===== config.mk =====
export PLATFORM = sky130hd
export DESIGN_NAME = alloc_tag_gen
export DESIGN_NICKNAME = d
export VERILOG_FILES = /design/src/rtl/atg_pkg.sv /design/src/rtl/atg_lfsr.sv /design/src/rtl/atg_walker.sv /design/src/rtl/alloc_tag_gen.sv
export SDC_FILE = /design/constraint.sdc
export NUM_CORES = 1
export LEC_CHECK = 0
export BUFFER_PORTS_ARGS = -buffer_cell sky130_fd_sc_hd__buf_2
export CORE_AREA = 10 10 199 201
export DETAILED_ROUTE_END_ITERATION = 6
export DIE_AREA = 0 0 209 211
export HOLD_SLACK_MARGIN = 0.08
export PLACE_DENSITY_LB_ADDON = 0.08
export SYNTH_ARGS = -nofsm -noshare
export SYNTH_HDL_FRONTEND = slang
export SYNTH_HIERARCHICAL = 1
export SYNTH_SLANG_ARGS = --single-unit
export TNS_END_PERCENT = 30

===== constraint.sdc =====
create_clock -name clk -period 3.5 [get_ports clk]
set_input_delay 0.175 -clock clk [delete_from_list [all_inputs] [get_ports clk]]
set_output_delay 0.175 -clock clk [all_outputs]
set_load 0.01 [all_outputs]

===== src/rtl/atg_pkg.sv =====
package atg_pkg;
  localparam int TAG_W    = 4;
  localparam int NTAG     = 1 << TAG_W;
  localparam int SEED_W   = 16;
  localparam int SEED_LSB = 8;
  localparam int STATE_W  = SEED_LSB + SEED_W;
  localparam int LFSR_STEPS = TAG_W;

  typedef enum logic [1:0] {
    S_IDLE   = 2'd0,
    S_RESEED = 2'd1,
    S_PREP   = 2'd2,
    S_WALK   = 2'd3
  } ctl_state_e;
endpackage


===== src/rtl/atg_lfsr.sv =====
module atg_lfsr #(
  parameter int SW    = 16,
  parameter int STEPS = 4
) (
  input  logic [SW-1:0]    seed_i,
  output logic [SW-1:0]    seed_o,
  output logic [STEPS-1:0] off_o
);
  logic [SW-1:0] chain [0:STEPS];

  assign chain[0] = seed_i;

  for (genvar g = 0; g < STEPS; g++) begin : g_step
    logic fb;
    assign fb           = chain[g][5] ^ chain[g][3] ^ chain[g][2] ^ chain[g][0];
    assign chain[g+1]   = {fb, chain[g][SW-1:1]};
    assign off_o[g]     = fb;
  end

  assign seed_o = chain[STEPS];
endmodule


===== src/rtl/atg_walker.sv =====
module atg_walker #(
  parameter int TW = 4
) (
  input  logic                clk,
  input  logic                rst_n,
  input  logic                go_i,
  input  logic [TW-1:0]       start_tag_i,
  input  logic [TW-1:0]       off_i,
  input  logic [(1<<TW)-1:0]  excl_i,
  output logic                done_o,
  output logic [TW-1:0]       tag_o
);
  localparam int NT = 1 << TW;

  logic          run_q, run_d;
  logic          allex_q, allex_d;
  logic [TW-1:0] cur_q, cur_d;
  logic [TW-1:0] rem_q, rem_d;
  logic [NT-1:0] excl_q, excl_d;
  logic          done_q, done_d;
  logic [TW-1:0] tag_q, tag_d;
  logic [TW-1:0] nxt;

  assign nxt = cur_q + 1'b1;

  always_comb begin
    run_d   = run_q;
    allex_d = allex_q;
    cur_d   = cur_q;
    rem_d   = rem_q;
    excl_d  = excl_q;
    tag_d   = tag_q;
    done_d  = 1'b0;
    if (go_i) begin
      run_d   = 1'b1;
      cur_d   = start_tag_i;
      rem_d   = off_i;
      excl_d  = excl_i;
      allex_d = &excl_i;
    end else if (run_q) begin
      if (allex_q) begin
        tag_d  = '0;
        done_d = 1'b1;
        run_d  = 1'b0;
      end else if (rem_q == '0) begin
        if (excl_q[cur_q]) begin
          cur_d = nxt;
        end else begin
          tag_d  = cur_q;
          done_d = 1'b1;
          run_d  = 1'b0;
        end
      end else begin
        cur_d = nxt;
        if (!excl_q[nxt]) begin
          if (rem_q == TW'(1)) begin
            tag_d  = nxt;
            done_d = 1'b1;
            run_d  = 1'b0;
          end else begin
            rem_d = rem_q - 1'b1;
          end
        end
      end
    end
  end

  always_ff @(posedge clk or negedge rst_n) begin
    if (!rst_n) begin
      run_q   <= 1'b0;
      allex_q <= 1'b0;
      cur_q   <= '0;
      rem_q   <= '0;
      excl_q  <= '0;
      done_q  <= 1'b0;
      tag_q   <= '0;
    end else begin
      run_q   <= run_d;
      allex_q <= allex_d;
      cur_q   <= cur_d;
      rem_q   <= rem_d;
      excl_q  <= excl_d;
      done_q  <= done_d;
      tag_q   <= tag_d;
    end
  end

  assign done_o = done_q;
  assign tag_o  = tag_q;

  AST_TAG_ALLOWED: assert property (@(posedge clk) disable iff (!rst_n)
    (done_q && !allex_q) |-> !excl_q[tag_q]);
  AST_ALLEX_ZERO: assert property (@(posedge clk) disable iff (!rst_n)
    (done_q && allex_q) |-> (tag_q == '0));
  AST_WALK_STEP: assert property (@(posedge clk) disable iff (!rst_n)
    (run_q && !go_i && !allex_q && run_d) |=> (cur_q == $past(nxt)));
endmodule


===== src/rtl/alloc_tag_gen.sv =====
module alloc_tag_gen
  import atg_pkg::*;
#(
  parameter int PTR_W        = 64,
  parameter int TAG_LSB      = 56,
  parameter int OFF_W        = 12,
  parameter int RESEED_TRIES = 4
) (
  input  logic                clk,
  input  logic                rst_n,
  input  logic                state_ld_i,
  input  logic [23:0]         state_ld_data_i,
  input  logic                start_i,
  input  logic                mode_i,
  input  logic [PTR_W-1:0]    ptr_i,
  input  logic [15:0]         excl_op_i,
  input  logic [16:0]         ctrl_i,
  input  logic [OFF_W-1:0]    addr_off_i,
  input  logic [3:0]          tag_off_i,
  input  logic [15:0]         reseed_i,
  output logic                busy_o,
  output logic                done_o,
  output logic [PTR_W-1:0]    ptr_o,
  output logic [23:0]         state_o
);
  localparam int TRY_W    = (RESEED_TRIES > 1) ? $clog2(RESEED_TRIES) : 1;
  localparam int BUSY_MAX = RESEED_TRIES + NTAG * NTAG + 4;
  localparam int BCNT_W   = $clog2(BUSY_MAX + 2);

  ctl_state_e          st_q, st_d;
  logic                mode_q, mode_d;
  logic                rnd_q, rnd_d;
  logic [PTR_W-1:0]    base_q, base_d;
  logic [NTAG-1:0]     excl_q, excl_d;
  logic [TAG_W-1:0]    stag_q, stag_d;
  logic [TAG_W-1:0]    off_q, off_d;
  logic [SEED_W-1:0]   seed_q, seed_d;
  logic [SEED_W-1:0]   nseed_q, nseed_d;
  logic [TRY_W-1:0]    try_q, try_d;
  logic [STATE_W-1:0]  state_q, state_d;
  logic [PTR_W-1:0]    res_q, res_d;
  logic                done_q, done_d;
  logic                go_q, go_d;
  logic [BCNT_W-1:0]   bcnt_q;

  logic [SEED_W-1:0]   lfsr_seed;
  logic [TAG_W-1:0]    lfsr_off;
  logic                walk_done;
  logic [TAG_W-1:0]    walk_tag;
  logic [PTR_W-1:0]    sum_ptr;

  atg_lfsr #(.SW(SEED_W), .STEPS(LFSR_STEPS)) u_lfsr (
    .seed_i (seed_q),
    .seed_o (lfsr_seed),
    .off_o  (lfsr_off)
  );

  atg_walker #(.TW(TAG_W)) u_walk (
    .clk         (clk),
    .rst_n       (rst_n),
    .go_i        (go_q),
    .start_tag_i (stag_q),
    .off_i       (off_q),
    .excl_i      (excl_q),
    .done_o      (walk_done),
    .tag_o       (walk_tag)
  );

  assign sum_ptr = ptr_i + {{(PTR_W-OFF_W){addr_off_i[OFF_W-1]}}, addr_off_i};

  always_comb begin
    st_d    = st_q;
    mode_d  = mode_q;
    rnd_d   = rnd_q;
    base_d  = base_q;
    excl_d  = excl_q;
    stag_d  = stag_q;
    off_d   = off_q;
    seed_d  = seed_q;
    nseed_d = nseed_q;
    try_d   = try_q;
    state_d = state_q;
    res_d   = res_q;
    done_d  = 1'b0;
    go_d    = 1'b0;
    unique case (st_q)
      S_IDLE: begin
        if (start_i) begin
          mode_d = mode_i;
          rnd_d  = ctrl_i[16];
          if (mode_i) begin
            excl_d = ctrl_i[15:0];
            base_d = sum_ptr;
            stag_d = ptr_i[TAG_LSB +: TAG_W];
            off_d  = tag_off_i;
            go_d   = 1'b1;
            st_d   = S_WALK;
          end else begin
            excl_d = excl_op_i | ctrl_i[15:0];
            base_d = ptr_i;
            stag_d = state_q[TAG_W-1:0];
            seed_d = state_q[SEED_LSB +: SEED_W];
            try_d  = '0;
            if (ctrl_i[16] && (state_q[SEED_LSB +: SEED_W] == '0)) begin
              st_d = S_RESEED;
            end else begin
              st_d = S_PREP;
            end
          end
        end else if (state_ld_i) begin
          state_d = state_ld_data_i;
        end
      end
      S_RESEED: begin
        if (reseed_i != '0) begin
          seed_d = reseed_i;
          st_d   = S_PREP;
        end else if (try_q == TRY_W'(RESEED_TRIES - 1)) begin
          seed_d = SEED_W'(1);
          st_d   = S_PREP;
        end else begin
          try_d = try_q + 1'b1;
        end
      end
      S_PREP: begin
        off_d   = lfsr_off;
        nseed_d = lfsr_seed;
        go_d    = 1'b1;
        st_d    = S_WALK;
      end
      S_WALK: begin
        if (walk_done) begin
          res_d = base_q;
          res_d[TAG_LSB +: TAG_W] = walk_tag;
          if (!mode_q) begin
            state_d = {nseed_q, {(SEED_LSB-TAG_W){1'b0}}, walk_tag};
          end
          done_d = 1'b1;
          st_d   = S_IDLE;
        end
      end
      default: st_d = S_IDLE;
    endcase
  end

  always_ff @(posedge clk or negedge rst_n) begin
    if (!rst_n) begin
      st_q    <= S_IDLE;
      mode_q  <= 1'b0;
      rnd_q   <= 1'b0;
      base_q  <= '0;
      excl_q  <= '0;
      stag_q  <= '0;
      off_q   <= '0;
      seed_q  <= '0;
      nseed_q <= '0;
      try_q   <= '0;
      state_q <= '0;
      res_q   <= '0;
      done_q  <= 1'b0;
      go_q    <= 1'b0;
    end else begin
      st_q    <= st_d;
      mode_q  <= mode_d;
      rnd_q   <= rnd_d;
      base_q  <= base_d;
      excl_q  <= excl_d;
      stag_q  <= stag_d;
      off_q   <= off_d;
      seed_q  <= seed_d;
      nseed_q <= nseed_d;
      try_q   <= try_d;
      state_q <= state_d;
      res_q   <= res_d;
      done_q  <= done_d;
      go_q    <= go_d;
    end
  end

  always_ff @(posedge clk or negedge rst_n) begin
    if (!rst_n) begin
      bcnt_q <= '0;
    end else if (st_q == S_IDLE) begin
      bcnt_q <= '0;
    end else if (bcnt_q != '1) begin
      bcnt_q <= bcnt_q + 1'b1;
    end
  end

  assign busy_o  = (st_q != S_IDLE);
  assign done_o  = done_q;
  assign ptr_o   = res_q;
  assign state_o = state_q;

  AST_DONE_PULSE: assert property (@(posedge clk) disable iff (!rst_n)
    done_q |=> !done_q);
  AST_BUSY_BOUND: assert property (@(posedge clk) disable iff (!rst_n)
    bcnt_q <= BCNT_W'(BUSY_MAX));
  AST_ADJ_KEEPS_STATE: assert property (@(posedge clk) disable iff (!rst_n)
    (st_q == S_WALK && walk_done && mode_q) |=> $stable(state_q));
  AST_SEED_NONZERO: assert property (@(posedge clk) disable iff (!rst_n)
    (st_q == S_PREP && rnd_q) |-> (seed_q != '0));
  AST_LOAD_IDLE_ONLY: assert property (@(posedge clk) disable iff (!rst_n)
    (busy_o && !(st_q == S_WALK && walk_done)) |=> $stable(state_q));
endmodule


After elaboration in Yosys (flattened, before gate mapping). Index checks and enable logic that the tools add are counted.

Add/subtract/negate cells: 4. Magnitude comparators: 2. Equal/unequal tests: 22. Multiplexer cells: 67. Bitwise operators: 14. Reductions and logical operators: 22.

Operators with widths (count): $mux W24 (4); $mux W16 (5); $mux W4 (19); $add A64 B64 Y64 (1); $mux W64 (1); $pmux W24 S2 (1); $pmux W16 S2 (1); $ne A2 B2 Y1 const B (12); $mux W1 (20); $mux W2 (10); $reduce_and A5 Y1 (4); $logic_not A16 Y1 (1); $or A16 B16 Y16 (1); $reduce_and A16 Y1 (1); $reduce_bool A16 Y1 (1); $xor A1 B1 Y1 (12); $lt A4 B5 Y1 const B (2); $reduce_bool A2 Y1 (5); $reduce_and A3 Y1 (3); $bmux W1 S4 (2); $pmux W2 S4 (1); $pmux W4 S2 (1); $eq A2 B2 Y1 const B (3); $ne A3 B3 Y1 const B (2); other kinds (17) (18).

Bits in registers: 246. Word-level logic and storage cells: 151.

Depth between registers and ports, before layout.
Word-level depth: 8. Gate-level depth with buffers: 13. Gate-level depth less buffers: 13.

Cells and area by module. The synthesis kept the hierarchy.

Modules (own cells, without submodules): alloc_tag_gen (instances 1, cells each 1334, area an instance 12634.6 µm², sequential area each 5280.1 µm²); atg_walker (instances 1, cells each 149, area an instance 1833.0 µm², sequential area each 775.7 µm²); atg_lfsr (instances 1, cells each 30, area an instance 252.7 µm², sequential area each 0.0 µm²).

Worst setup path before layout. No wires, ideal clock.

Path kind: register to register. Start point: register u_walk.cur_q[0]. End point: register u_walk.tag_q[0], in the netlist u_walk/tag_o[0]. Library setup time: 0.125 ns. Data arrival time: 2.607 ns. Setup slack: 0.768 ns. Stages on the path, launching flop included: 9. Period minus slack after synthesis: 2.732 ns. Path through: dfrtp_1 -> ha_1 -> buf_6 -> mux4_2 -> mux2_4 -> a31oi_4 -> o311ai_4 -> nor3b_4 -> mux2_4.

Cells in the longest elaborated chain, start to end: 5.

Ends and longest elaborated chain: from (decl) (RTL line atg_walker.sv:17) `logic [TW-1:0] cur_q, cur_d;`; from (signal assigned) (RTL line atg_walker.sv:80) `cur_q <= cur_d;`; $add A4 B1 Y4 (RTL line atg_walker.sv:24) `assign nxt = cur_q + 1'b1;`; $bmux W1 S4 or $mux W4 (tied branches) (RTL line atg_walker.sv:55, atg_walker.sv:56); $mux W1 (implied by the code) or $mux W4 (tied branches) (RTL line atg_walker.sv:55) `if (!excl_q[nxt]) begin`; $ne A3 B1 Y1 (no source line) or $mux W4 (tied branches); $reduce_and A5 Y1 (no source line) or $mux W4 (tied branches); to (signal assigned) (RTL line atg_walker.sv:84) `tag_q <= tag_d;`; to (decl) (RTL line atg_walker.sv:21) `logic [TW-1:0] tag_q, tag_d;`.

Several ways; a longest one is shown, not always the timed one. The select of a mux whose other input is x is not followed. A chain may end at the register's enable or synchronous reset.

Worst setup path after layout.
Start point: input port ptr_i[0]. End point: register base_q[62].

Cells in the longest elaborated chain, start to end: 2.

Ends and longest elaborated chain: from (decl) (RTL line alloc_tag_gen.sv:15) `input logic [PTR_W-1:0] ptr_i,`; $add A64 B64 Y64 (RTL line alloc_tag_gen.sv:69) `assign sum_ptr = ptr_i + {{(PTR_W-OFF_W){addr_off_i[OFF_W-1]}}, addr_off_i};`; $mux W64 (RTL line alloc_tag_gen.sv:91) `if (mode_i) begin`; to (signal assigned) (RTL line alloc_tag_gen.sv:166) `base_q <= base_d;`; to (decl) (RTL line alloc_tag_gen.sv:33) `logic [PTR_W-1:0] base_q, base_d;`.

Every way passes these cells.

==> impl_metrics.ini <==
[worst_setup_path]
cp.required_ps = 3960
worstSetupPathType = input port to register
r2r_cells = 7
start_kind = input port
cp-end-kind = register
cp.arrival_ps = 3640
cp_max_fo = 4

[floorplanning]
io_pins = 248
rows = 69
die_w_um = 209
coreArea_mm2 = 0.0354
fp.dieH_um = 211
die_area_mm2 = 0.0441
start_util_pct = 41.6

[timing]
max-slew-margin-rel_pct = 32.8
setup_violations = 0
worstMarginPinSlew_ps = 1010
post-route-period-util_pct = 91.0
hold_viol = 0
finClkSkew_ps = 24.3
fmax_ghz = 0.314
worst_hold_slack_ps = 99.7
fin_ws_ps = 314
final_max_slew_viol_count = 0
tns_ps = 0
period_needed_ps = 3190
grt_setup_unrepaired = false

[global_route]
grt_pass1_vias = 13107
grt_overflow_total = 0
grt_pass1_wl_um = 72000
grt_max_degree = 87
grt_usage_pct = 19.8
antenna_found_initial = 1

[power_and_ir_drop]
power_leakage_nw = 8.80
power_mw = 13.9
irDropWorstVdd_v = 0.000407
p_per_area_mw_per_mm2 = 740

[routing]
via_count = 12576
drtIter0Drc = 770
drt-vias-per-instance = 5.37
drc = 0
ant_nets = 0
routedWlPerCell_um = 19.2
routed_wl_um = 45000
firstDrtPassIters = 5

[synth]
synthCells = 1513
synthMuxAreaShare_pct = 14.6
postSynthAreaPerCell_um2 = 9.73
ys_seq_area_share_pct = 41.1
synthSimpleGateAreaFrac_pct = 12.5
syn-num-nets = 1743
synthTopCellsByCount = dfrtp_1 (242), a21oi_1 (166), nand2_1 (143), nor2_1 (106), o21ai_0 (105)
synth_top_family_by_area = compound AO/OA/AOI/OAI gates
yosys.area.top_type_share_pct = 41.1
syn-cell-area_mm2 = 0.0147
ys.flop_type = dfrtp_1
synth-xor-area-share_pct = 4.33
yosys_warnings = 6
ys_async_sr_fraction_pct = 100
ys_ff_latch = 242
synthTopCellsByArea = dfrtp_1 (41%), mux2_2 (7.6%), ha_1 (6.0%)
synthMostInstantiatedCell = dfrtp_1
synth_cell_types = 89
synth_compound_area_share_pct = 17.1
synth_adder_area_share_pct = 6.17
yosys.area.top_type = dfrtp_1
synth_edf_count = 0

[clock_network]
cts.sinks = 242
path_clk_slew_ps = 60
post-cts-setup-buffers = 0
clk_latency_ps = 570
cts_buffers = 30
htree_levels = 1
root_buffer = clkbuf_16
cts_tree = done
ctsLongestPathBuffers = 3

[placement]
pre_cts_slack_ps = 196
gp_congestion = 0.925
dp.final_hpwl_um = 33200
place_area_mm2 = 0.0163
io_buffers = 247

[hold_path]
worst_hold_path_type = input port to register
whs_path_depth = 4

[layout]
layout.nets = 2087
final_area_mm2 = 0.0188
syn_to_final_growth_pct = 27.6
drive_gt1_share_pct = 25.0

[flow_run]
maxCapViolCount = 0

[run_status]
status = finished, final reports clean
-- state kept, by name, indices dropped and copies added (netlist names) --
register,flops
ptr_o,64
base_q,60
state_o,24
excl_q,16
nseed_q,16
seed_q,16
u_walk/excl_q,16
off_q,4
stag_q,4
u_walk/cur_q,4
u_walk/rem_q,4
u_walk/tag_o,4
st_q,2
try_q,2
done_o,1
go_q,1
mode_q,1
u_walk/allex_q,1
u_walk/done_o,1
u_walk/run_q,1
-- logic make-up after synthesis --
logic type / after synthesis
AOI/OAI and AO/OA: 412
xor gates and xnor gates: 71
adders and majority gates: 72
buffers and inverters: 135
DFF: 242
muxes: 191
and+or+nand+nor: 390
-- worst max-delay path: stages --
cell           delay (ps)
dlygate4sd3_1         520
buf_2                 110
ha_1                  190
inv_1                  60
fa_1                  380
nor2b_1               210
o2111ai_1             190
nand3_1               140
a211o_1               230
a21oi_1               180
o31ai_2               400
a41oi_1               240
o21ai_1               230
mux2i_1               100
a211o_1               260
-- layout by cell type (no fill, tap or decap), types with 20 or more instances in the layout --
master and n:
dfrtp_1 242, mux2i_1 79, nand4_1 20, xnor2_1 45, nor2_1 106, nand2_1 141
a21o_1 25, xor2_1 24, a21oi_1 165, buf_2 246, buf_4 28, inv_1 28
mux2_2 100, nor3_1 24, clkbuf_16 31, ha_1 71, o21ai_0 105, dlygate4sd3_1 140
-- path summary, 6_finish.rpt --
path	endpoint	from	slack [ps]
max in group asynchronous	state_o[23]	rst_n	2340
min	base_q[17]	mode_i	100
max reg2reg	u_walk/tag_o[0]	u_walk/cur_q[1]	390
min reg2reg	base_q[3]	base_q[3]	470
min in group asynchronous	nseed_q[6]	rst_n	230
max	base_q[62]	ptr_i[0]	310
-- routing by layer --
| layer | up-vias | track usage (%) | share of wire [%] |
|---|---|---|---|
| met5 | - | 0 | 0 |
| met4 | 0 | 5.46 | 2.4 |
| met3 | 69 | 3.08 | 4.5 |
| met2 | 290 | 34.2 | 49 |
| met1 | 6061 | 25.3 | 44 |
| li1 | 6156 | - | - |
-- what timing repair did --
item / in CTS / in global routing
gates resized for setup: 0 / 1
endpoints found under the setup margin: 0 / 1
hold endpoints to repair: 205 / 0
hold buffers: 140 / 0
-- final cells by class --
type / count / area (um^2)
sequential: 242 / 6060
inverter: 29 / 109
multi-input combinational: 1136 / 8090
antenna: 1 / 2.50
timing repair buffer: 418 / 2920
fill: 3247 / 16600
clock inverter: 7 / 90.1
tap: 461 / 577
clock buffer: 49 / 943
-- per-stage QoR --
stage          cells  util (%)
2_1_floorplan   1513         -
3_3_place_gp    2146      46.2
3_5_place_dp    2146      46.2
4_1_cts         2342      53.0
5_1_grt         2343      53.1
6_report        2343      53.1
-- power breakdown --
| part | total, mW | internal [mW] | leakage, nW | switching (mW) |
|---|---|---|---|---|
| combinational | 5.74 | 2.67 | 5.34 | 3.07 |
| clock | 3.16 | 1.97 | 0.504 | 1.19 |
| sequential | 4.99 | 4.08 | 2.96 | 0.907 |
Power figures use the tool's default switching activity.
